[src/rtl/acq_sel_pkg.sv]
package acq_sel_pkg;
    localparam int MODE_W = 2;

    localparam logic [MODE_W-1:0] MODE_XY   = 2'b00;
    localparam logic [MODE_W-1:0] MODE_SAMP = 2'b01;

    localparam logic [1:0] SEL_SEED = 2'b11;
    localparam logic [1:0] SEL_CMP  = 2'b10;
    localparam logic [1:0] SEL_SAMP = 2'b01;
    localparam logic [1:0] SEL_XY   = 2'b00;

    typedef enum logic [1:0] {
        SQ_IDLE = 2'd0,
        SQ_ARM  = 2'd1,
        SQ_SEED = 2'd2
    } seq_state_e;

    typedef struct packed {
        logic [MODE_W-1:0] mode;
    } mode_regs_t;

    typedef struct packed {
        seq_state_e st;
    } seq_regs_t;
endpackage

[src/rtl/acq_mode_reg.sv]
module acq_mode_reg
    import acq_sel_pkg::*;
#(
    parameter logic [MODE_W-1:0] RESET_MODE = MODE_SAMP
) (
    input  logic              clk,
    input  logic              rst_n,
    input  logic              mode_we,
    input  logic [MODE_W-1:0] mode_wdata,
    output logic [MODE_W-1:0] mode,
    output logic              mode_chg
);
    mode_regs_t r_d, r_q;

    always_comb begin
        r_d = r_q;
        if (mode_we) begin
            r_d.mode = mode_wdata;
        end
    end

    always_ff @(posedge clk) begin
        if (!rst_n) begin
            r_q.mode <= RESET_MODE;
        end else begin
            r_q <= r_d;
        end
    end

    assign mode     = r_q.mode;
    assign mode_chg = mode_we && (mode_wdata != r_q.mode);

    // a write lands in the mode word on the next cycle
    a_r2_write_lands: assert property (@(posedge clk) disable iff (!rst_n)
        mode_we |=> (mode == $past(mode_wdata)));
endmodule

[src/rtl/acq_seed_seq.sv]
module acq_seed_seq
    import acq_sel_pkg::*;
(
    input  logic              clk,
    input  logic              rst_n,
    input  logic [MODE_W-1:0] mode,
    input  logic              mode_chg,
    input  logic              even_stb,
    input  logic              conv_tick,
    output logic              low_bit,
    output logic              seeding
);
    seq_regs_t r_d, r_q;

    always_comb begin
        r_d = r_q;
        if (mode_chg || !mode[1]) begin
            r_d.st = SQ_IDLE;
        end else begin
            case (r_q.st)
                SQ_IDLE: if (even_stb)  r_d.st = SQ_ARM;
                SQ_ARM:  if (conv_tick) r_d.st = SQ_SEED;
                SQ_SEED: if (conv_tick) r_d.st = SQ_IDLE;
                default:                r_d.st = SQ_IDLE;
            endcase
        end
    end

    always_ff @(posedge clk) begin
        if (!rst_n) begin
            r_q.st <= SQ_IDLE;
        end else begin
            r_q <= r_d;
        end
    end

    assign seeding = (r_q.st == SQ_SEED);
    assign low_bit = (mode == MODE_SAMP) || (mode[1] && seeding);

    // seed is entered only from armed on a conversion tick
    a_r4_seed_entry: assert property (@(posedge clk) disable iff (!rst_n)
        (seeding && !$past(seeding)) |-> ($past(conv_tick) && $past(r_q.st == SQ_ARM)));

    // seed persists until a tick or a mode change
    a_r5_seed_hold: assert property (@(posedge clk) disable iff (!rst_n)
        (seeding && !conv_tick && !mode_chg) |=> seeding);

    // a changing write always leaves the sequencer idle
    a_r11_chg_idle: assert property (@(posedge clk) disable iff (!rst_n)
        mode_chg |=> (r_q.st == SQ_IDLE));
endmodule

[src/rtl/acq_load_mux.sv]
module acq_load_mux
    import acq_sel_pkg::*;
(
    input  logic       clk,
    input  logic       rst_n,
    input  logic [1:0] sel,
    input  logic       conv_low,
    input  logic       even_stb,
    input  logic       odd_stb,
    input  logic       new_min,
    input  logic       new_max,
    output logic       min_load,
    output logic       max_load
);
    logic gate;
    logic raw_min, raw_max;

    always_comb begin
        gate = conv_low || (sel == SEL_XY);
        case (sel)
            SEL_SEED: begin raw_min = 1'b1;     raw_max = 1'b1;     end
            SEL_CMP:  begin raw_min = new_min;  raw_max = new_max;  end
            SEL_SAMP: begin raw_min = odd_stb;  raw_max = odd_stb;  end
            default:  begin raw_min = even_stb; raw_max = odd_stb;  end
        endcase
        min_load = raw_min && gate;
        max_load = raw_max && gate;
    end

    // no load escapes during the high half outside XY mode
    a_r6_gate_high: assert property (@(posedge clk) disable iff (!rst_n)
        (!conv_low && sel != SEL_XY) |-> (!min_load && !max_load));

    // seed window loads both registers
    a_r7_seed_dual: assert property (@(posedge clk) disable iff (!rst_n)
        (sel == SEL_SEED && conv_low) |-> (min_load && max_load));

    // XY pairs the even strobe with min and the odd strobe with max
    a_r10_xy_pair: assert property (@(posedge clk) disable iff (!rst_n)
        (sel == SEL_XY) |-> (min_load == even_stb && max_load == odd_stb));
endmodule

[src/rtl/acq_load_select.sv]
module acq_load_select
    import acq_sel_pkg::*;
#(
    parameter logic [MODE_W-1:0] RESET_MODE = MODE_SAMP
) (
    input  logic              clk,
    input  logic              rst_n,
    input  logic              conv_tick,
    input  logic              conv_low,
    input  logic              even_stb,
    input  logic              odd_stb,
    input  logic              new_min,
    input  logic              new_max,
    input  logic              mode_we,
    input  logic [MODE_W-1:0] mode_wdata,
    output logic              min_load,
    output logic              max_load,
    output logic [1:0]        sel_code
);
    logic [MODE_W-1:0] mode;
    logic              mode_chg;
    logic              low_bit;
    logic              seeding;

    acq_mode_reg #(.RESET_MODE(RESET_MODE)) u_mode (
        .clk        (clk),
        .rst_n      (rst_n),
        .mode_we    (mode_we),
        .mode_wdata (mode_wdata),
        .mode       (mode),
        .mode_chg   (mode_chg)
    );

    acq_seed_seq u_seq (
        .clk       (clk),
        .rst_n     (rst_n),
        .mode      (mode),
        .mode_chg  (mode_chg),
        .even_stb  (even_stb),
        .conv_tick (conv_tick),
        .low_bit   (low_bit),
        .seeding   (seeding)
    );

    assign sel_code = {mode[1], low_bit};

    acq_load_mux u_mux (
        .clk      (clk),
        .rst_n    (rst_n),
        .sel      (sel_code),
        .conv_low (conv_low),
        .even_stb (even_stb),
        .odd_stb  (odd_stb),
        .new_min  (new_min),
        .new_max  (new_max),
        .min_load (min_load),
        .max_load (max_load)
    );

    // the upper select bit tracks the stored compare-enable bit
    a_r2_upper_bit: assert property (@(posedge clk) disable iff (!rst_n)
        mode_we |=> (sel_code[1] == $past(mode_wdata[1])));

    // XY mode never shows a seed state
    a_r10_xy_noseed: assert property (@(posedge clk) disable iff (!rst_n)
        (mode == MODE_XY) |-> !seeding);
endmodule

[config.mk]
export PLATFORM = sky130hd
export DESIGN_NAME = acq_load_select
export DESIGN_NICKNAME = d
export VERILOG_FILES = /design/src/rtl/acq_sel_pkg.sv /design/src/rtl/acq_mode_reg.sv /design/src/rtl/acq_seed_seq.sv /design/src/rtl/acq_load_mux.sv /design/src/rtl/acq_load_select.sv
export SDC_FILE = /design/constraint.sdc
export NUM_CORES = 1
export LEC_CHECK = 0
export BUFFER_PORTS_ARGS = -buffer_cell sky130_fd_sc_hd__buf_2
export CORE_AREA = 2 2 39 41
export CTS_CLUSTER_DIAMETER = 40
export CTS_CLUSTER_SIZE = 20
export DETAILED_ROUTE_END_ITERATION = 8
export DIE_AREA = 0 0 41 43
export PLACE_DENSITY = 0.54
export SLEW_MARGIN = 0
export SYNTH_ARGS = -nofsm -noshare
export SYNTH_HDL_FRONTEND = slang
export SYNTH_SLANG_ARGS = --single-unit
[constraint.sdc]
create_clock -name clk -period 1.22 [get_ports clk]
set_input_delay 0.366 -clock clk [delete_from_list [all_inputs] [get_ports clk]]
set_output_delay 0.366 -clock clk [all_outputs]
set_load 0.05 [all_outputs]
==> results by stage <==
Die:
- The I/O pin count is 15.
- The count of standard-cell rows is 14.
- The floorplan step defined a die boundary enclosing ~0.0018 sq mm.
- Once the floorplan was initialized, standard cells occupied 19.62% of the core.
- The die height is about 43 um.
- The core area is roughly 0.0014 sq mm.
- The width of the die is 41 um.

Worst setup path:
- The critical path's slowest cell is sky130_fd_sc_hd__dfxtp_2.
- The launching element type of the critical path is a flop.
- The longest individual stage delay on the worst path is just over 0.3 ns.
- The worst endpoint required time is 0.85 ns.
- The number of buffer and inverter stages on the critical path is 1.
- By startpoint and endpoint, the worst setup path is classified as flop to output port.
- The critical path data arrival time is between 1 and 1.5 ns.
- Among cell families on the critical path, the largest total delay comes from compound AO/OA/AOI/OAI gates.
- Along the worst path, the maximum fanout reaches 3.
- STA classifies the critical path endpoint as an output port.
- Traced cell by cell, the critical path runs through nor2b_4 > o211ai_1 > o21ai_4 > buf_6.

Placed design:
- Detailed placement ended at an HPWL of 593.4 um.
- The number of buffer cells added on primary ports is 14.
- The last weighted congestion value of the routability-driven placer is between 0.6 and 0.7.
- Prior to clock tree synthesis, the placed netlist has a worst setup slack of -0.2943 ns.

Synthesis:
- The mapped cell area is around 270 sq um.
- The synthesized design contains 0 enable-type register cells.
- In the synthesized netlist, the cells that appear most often are sky130_fd_sc_hd__dfxtp_1 (4), sky130_fd_sc_hd__o21ai_0 (4), sky130_fd_sc_hd__buf_4 (3), sky130_fd_sc_hd__nor2_1 (3), sky130_fd_sc_hd__o211ai_1 (3).
- The average instance in the mapped netlist occupies around 8.5 sq um.
- Of the synthesized area, sequential elements account for between 20% and 30%.
- Ranked by total cell area, the synthesized netlist is headed by sky130_fd_sc_hd__dfxtp_1 (29%), sky130_fd_sc_hd__a2111oi_4 (10%), sky130_fd_sc_hd__buf_4 (8.3%).
- The yosys synthesis warning count is 0.
- The synthesized design devotes to its leading area cell type around 29% of total area.
- The main flop type after synthesis is sky130_fd_sc_hd__dfxtp_1.
- The number of instances in the synthesized netlist is 32.
- The synthesized design contains 4 register bits.
- The post-synthesis cell type count is 17.
- The share of async-settable or async-resettable flops after synthesis is 0%.
- The number of nets in the synthesized netlist is 43.
- sky130_fd_sc_hd__dfxtp_1 takes more of the synthesized area than any other cell.

Route:
- After detailed routing, the average wire length per cell comes to roughly 9.6 um.
- The amount of wire on met3 after detailed routing is about 37 um.
- The total wire length is roughly 690 um.
- The DRC violation count after routing is 0.
- Before antenna repair, the detailed router went through 2 iterations.
- The uppermost metal layer occupied by signal nets is met4.
- The number of DRC violations after detailed-routing iteration 0 is 4.
- The residual antenna-violating net count after detailed routing is 0.
- The wire length on met1 is roughly 300 um.
- The detailed-routed wire length on met2 is approximately 340 um.
- The total vias in the final route is 313.
- Using the TritonRoute via totals, the vias-per-cell ratio works out to ~4.3.

Global routing:
- The number of global-route vias before repair is roughly 280.
- The first global-routing pass estimated 1000 um of wire.
- The initial antenna violation count is 0.
- The aggregate global routing overflow is 0.
- The global-route total usage across every layer is under 10%.
- The pin count of the biggest net entering global routing is 8.

STA:
- In the final timing run, aggregate negative setup slack is -0.7487 ns.
- Setup repair after global routing could not meet its margin everywhere.
- Once routing completed, OpenROAD measured the worst setup slack at -0.3077 ns.
- The achievable clock frequency is approximately 0.65 GHz.
- The transition time at the pin with the least slew margin is about 0.27 ns.
- The period utilization is 125.2%.
- The count of final setup violators is 4.
- The final hold violation count is 0.
- The setup clock skew after layout is 0.008203 ns.
- The number of slew-limit violations in the final report was 0.
- In this run the tightest slew margin relative to its limit is ~82%.
- The final hold slack is roughly 0.37 ns.
- The minimum period implied by the final worst setup slack is around 1.5 ns.

Clock network:
- For this design, the sink count on the clock tree is 4.
- Counting along the longest clock path gives a buffer depth of 2.
- The CTS buffer count is 3.
- The clock latency at the later pin of the worst-skew pair is between 0.2 and 0.25 ns.
- The root buffer cell chosen for the clock tree is sky130_fd_sc_hd__clkbuf_4.
- TritonCTS built the clock tree.
- The number of H-tree levels is 1.
- After clock tree synthesis, the clock-pin slew on the worst setup and hold paths is 0.04 ns.

Hold path:
- The min-delay analysis places its worst path in the category input pin to flop.

Layout:
- The number of inserted diodes is 0.
- At the end of the flow, the number of nets in the layout was between 60 and 70.
- After filler insertion, the fill cell instance count of the layout stands at ~150.
- The fraction of layout instances using a drive strength above 1 is about 66%.
- The area growth from synthesis to layout is 87.56%.

Outcome:
- The flow ran to the end, but the final reports show violations.
- The checks that failed: negative setup slack.

Run:
- The number of max-cap violations is 0.

Power and ir drop:
- Dividing total power by cell area gives a power density of just over 900 mW/mm^2.
- Summing internal, switching and leakage power gives between 0.4 and 0.5 mW.
- The maximum vdd drop is about 0.00026 V.
- For this design the static power due to leakage is between 0.2 and 0.25 nW.
==> per-layer routing <==
layer	up-vias	global-route usage (%)
met2	8	12.19
met5	-	0
li1	164	-
met3	2	3.141
met4	0	10.00
met1	139	10.22
==> what timing repair did <==
action / CTS / global route
resized for setup: 16 / 1
gates cloned: 0 / 0
buffers inserted: 0 / 2
hold buffers: 0 / 0
pin swaps: 5 / 0
endpoints found under the setup margin: 5 / 4
==> kinds of logic (layout without fill, tap and decap cells) <==
kind of cell | Yosys count | in the layout | synth area share (%)
buffers and inverters | 4 | 28 | 9.676
and+or+nand+nor | 11 | 11 | 21.20
xor gates and xnor gates | 1 | 1 | 3.226
AOI/OAI and AO/OA | 11 | 11 | 32.72
DFF | 4 | 4 | 29.49
muxes | 1 | 1 | 3.687
==> registers in the layout (all words and copies together) (netlist names) <==
signal / count
u_mode.mode: 2
u_seq.r_q: 2
==> cell type report <==
| type | count | area, sq um | area share (%) |
|---|---|---|---|
| multi-input combinational | 24 | 198.9 | 39.07 |
| timing repair buffer | 24 | 177.7 | 34.89 |
| clock buffer | 3 | 22.52 | 4.423 |
| sequential | 4 | 86.33 | 16.95 |
| tap | 16 | 20.02 | 3.931 |
| inverter | 1 | 3.754 | 0.7371 |
==> per-stage QoR <==
stage | area (sq um) | std cells | utilization, %
6_report | 509.2 | 72 | 36.80
5_1_grt | 509.2 | 72 | 36.80
4_1_cts | 501.7 | 71 | 36.26
3_5_place_dp | 439.2 | 68 | 31.74
3_3_place_gp | 439.2 | 68 | 31.74
2_1_floorplan | 304.0 | 32 | -
==> final timing paths <==
check	startpoint	endpoint	slack, ns	cells after the start
max reg2reg	u_mode.mode[1]	u_seq.r_q[0]	0.04	5
min	conv_tick	u_seq.r_q[0]	0.37	2
min reg2reg	u_seq.r_q[1]	u_seq.r_q[0]	0.52	2
max	u_seq.r_q[1]	min_load	-0.31	4
==> placed cells by master, fill, tap and decap left out, types with 2 or more instances in the layout <==
cell	synthesis	final
sky130_fd_sc_hd__a21oi_1	2	2
sky130_fd_sc_hd__buf_2	0	10
sky130_fd_sc_hd__buf_4	3	9
sky130_fd_sc_hd__buf_6	0	4
sky130_fd_sc_hd__clkbuf_4	0	3
sky130_fd_sc_hd__dfxtp_2	0	2
sky130_fd_sc_hd__nand2_1	2	2
sky130_fd_sc_hd__nor2_1	3	3
sky130_fd_sc_hd__o211ai_1	3	3
sky130_fd_sc_hd__o21ai_4	0	2
==> power by group <==
group | switching, mW | internal (mW) | leakage [nW]
logic | 0.0864 | 0.0754 | 0.178
registers | 0.00727 | 0.136 | 0.0344
clock network | 0.0572 | 0.110 | 0.0138
No activity file was read; power rests on OpenSTA's default activity.
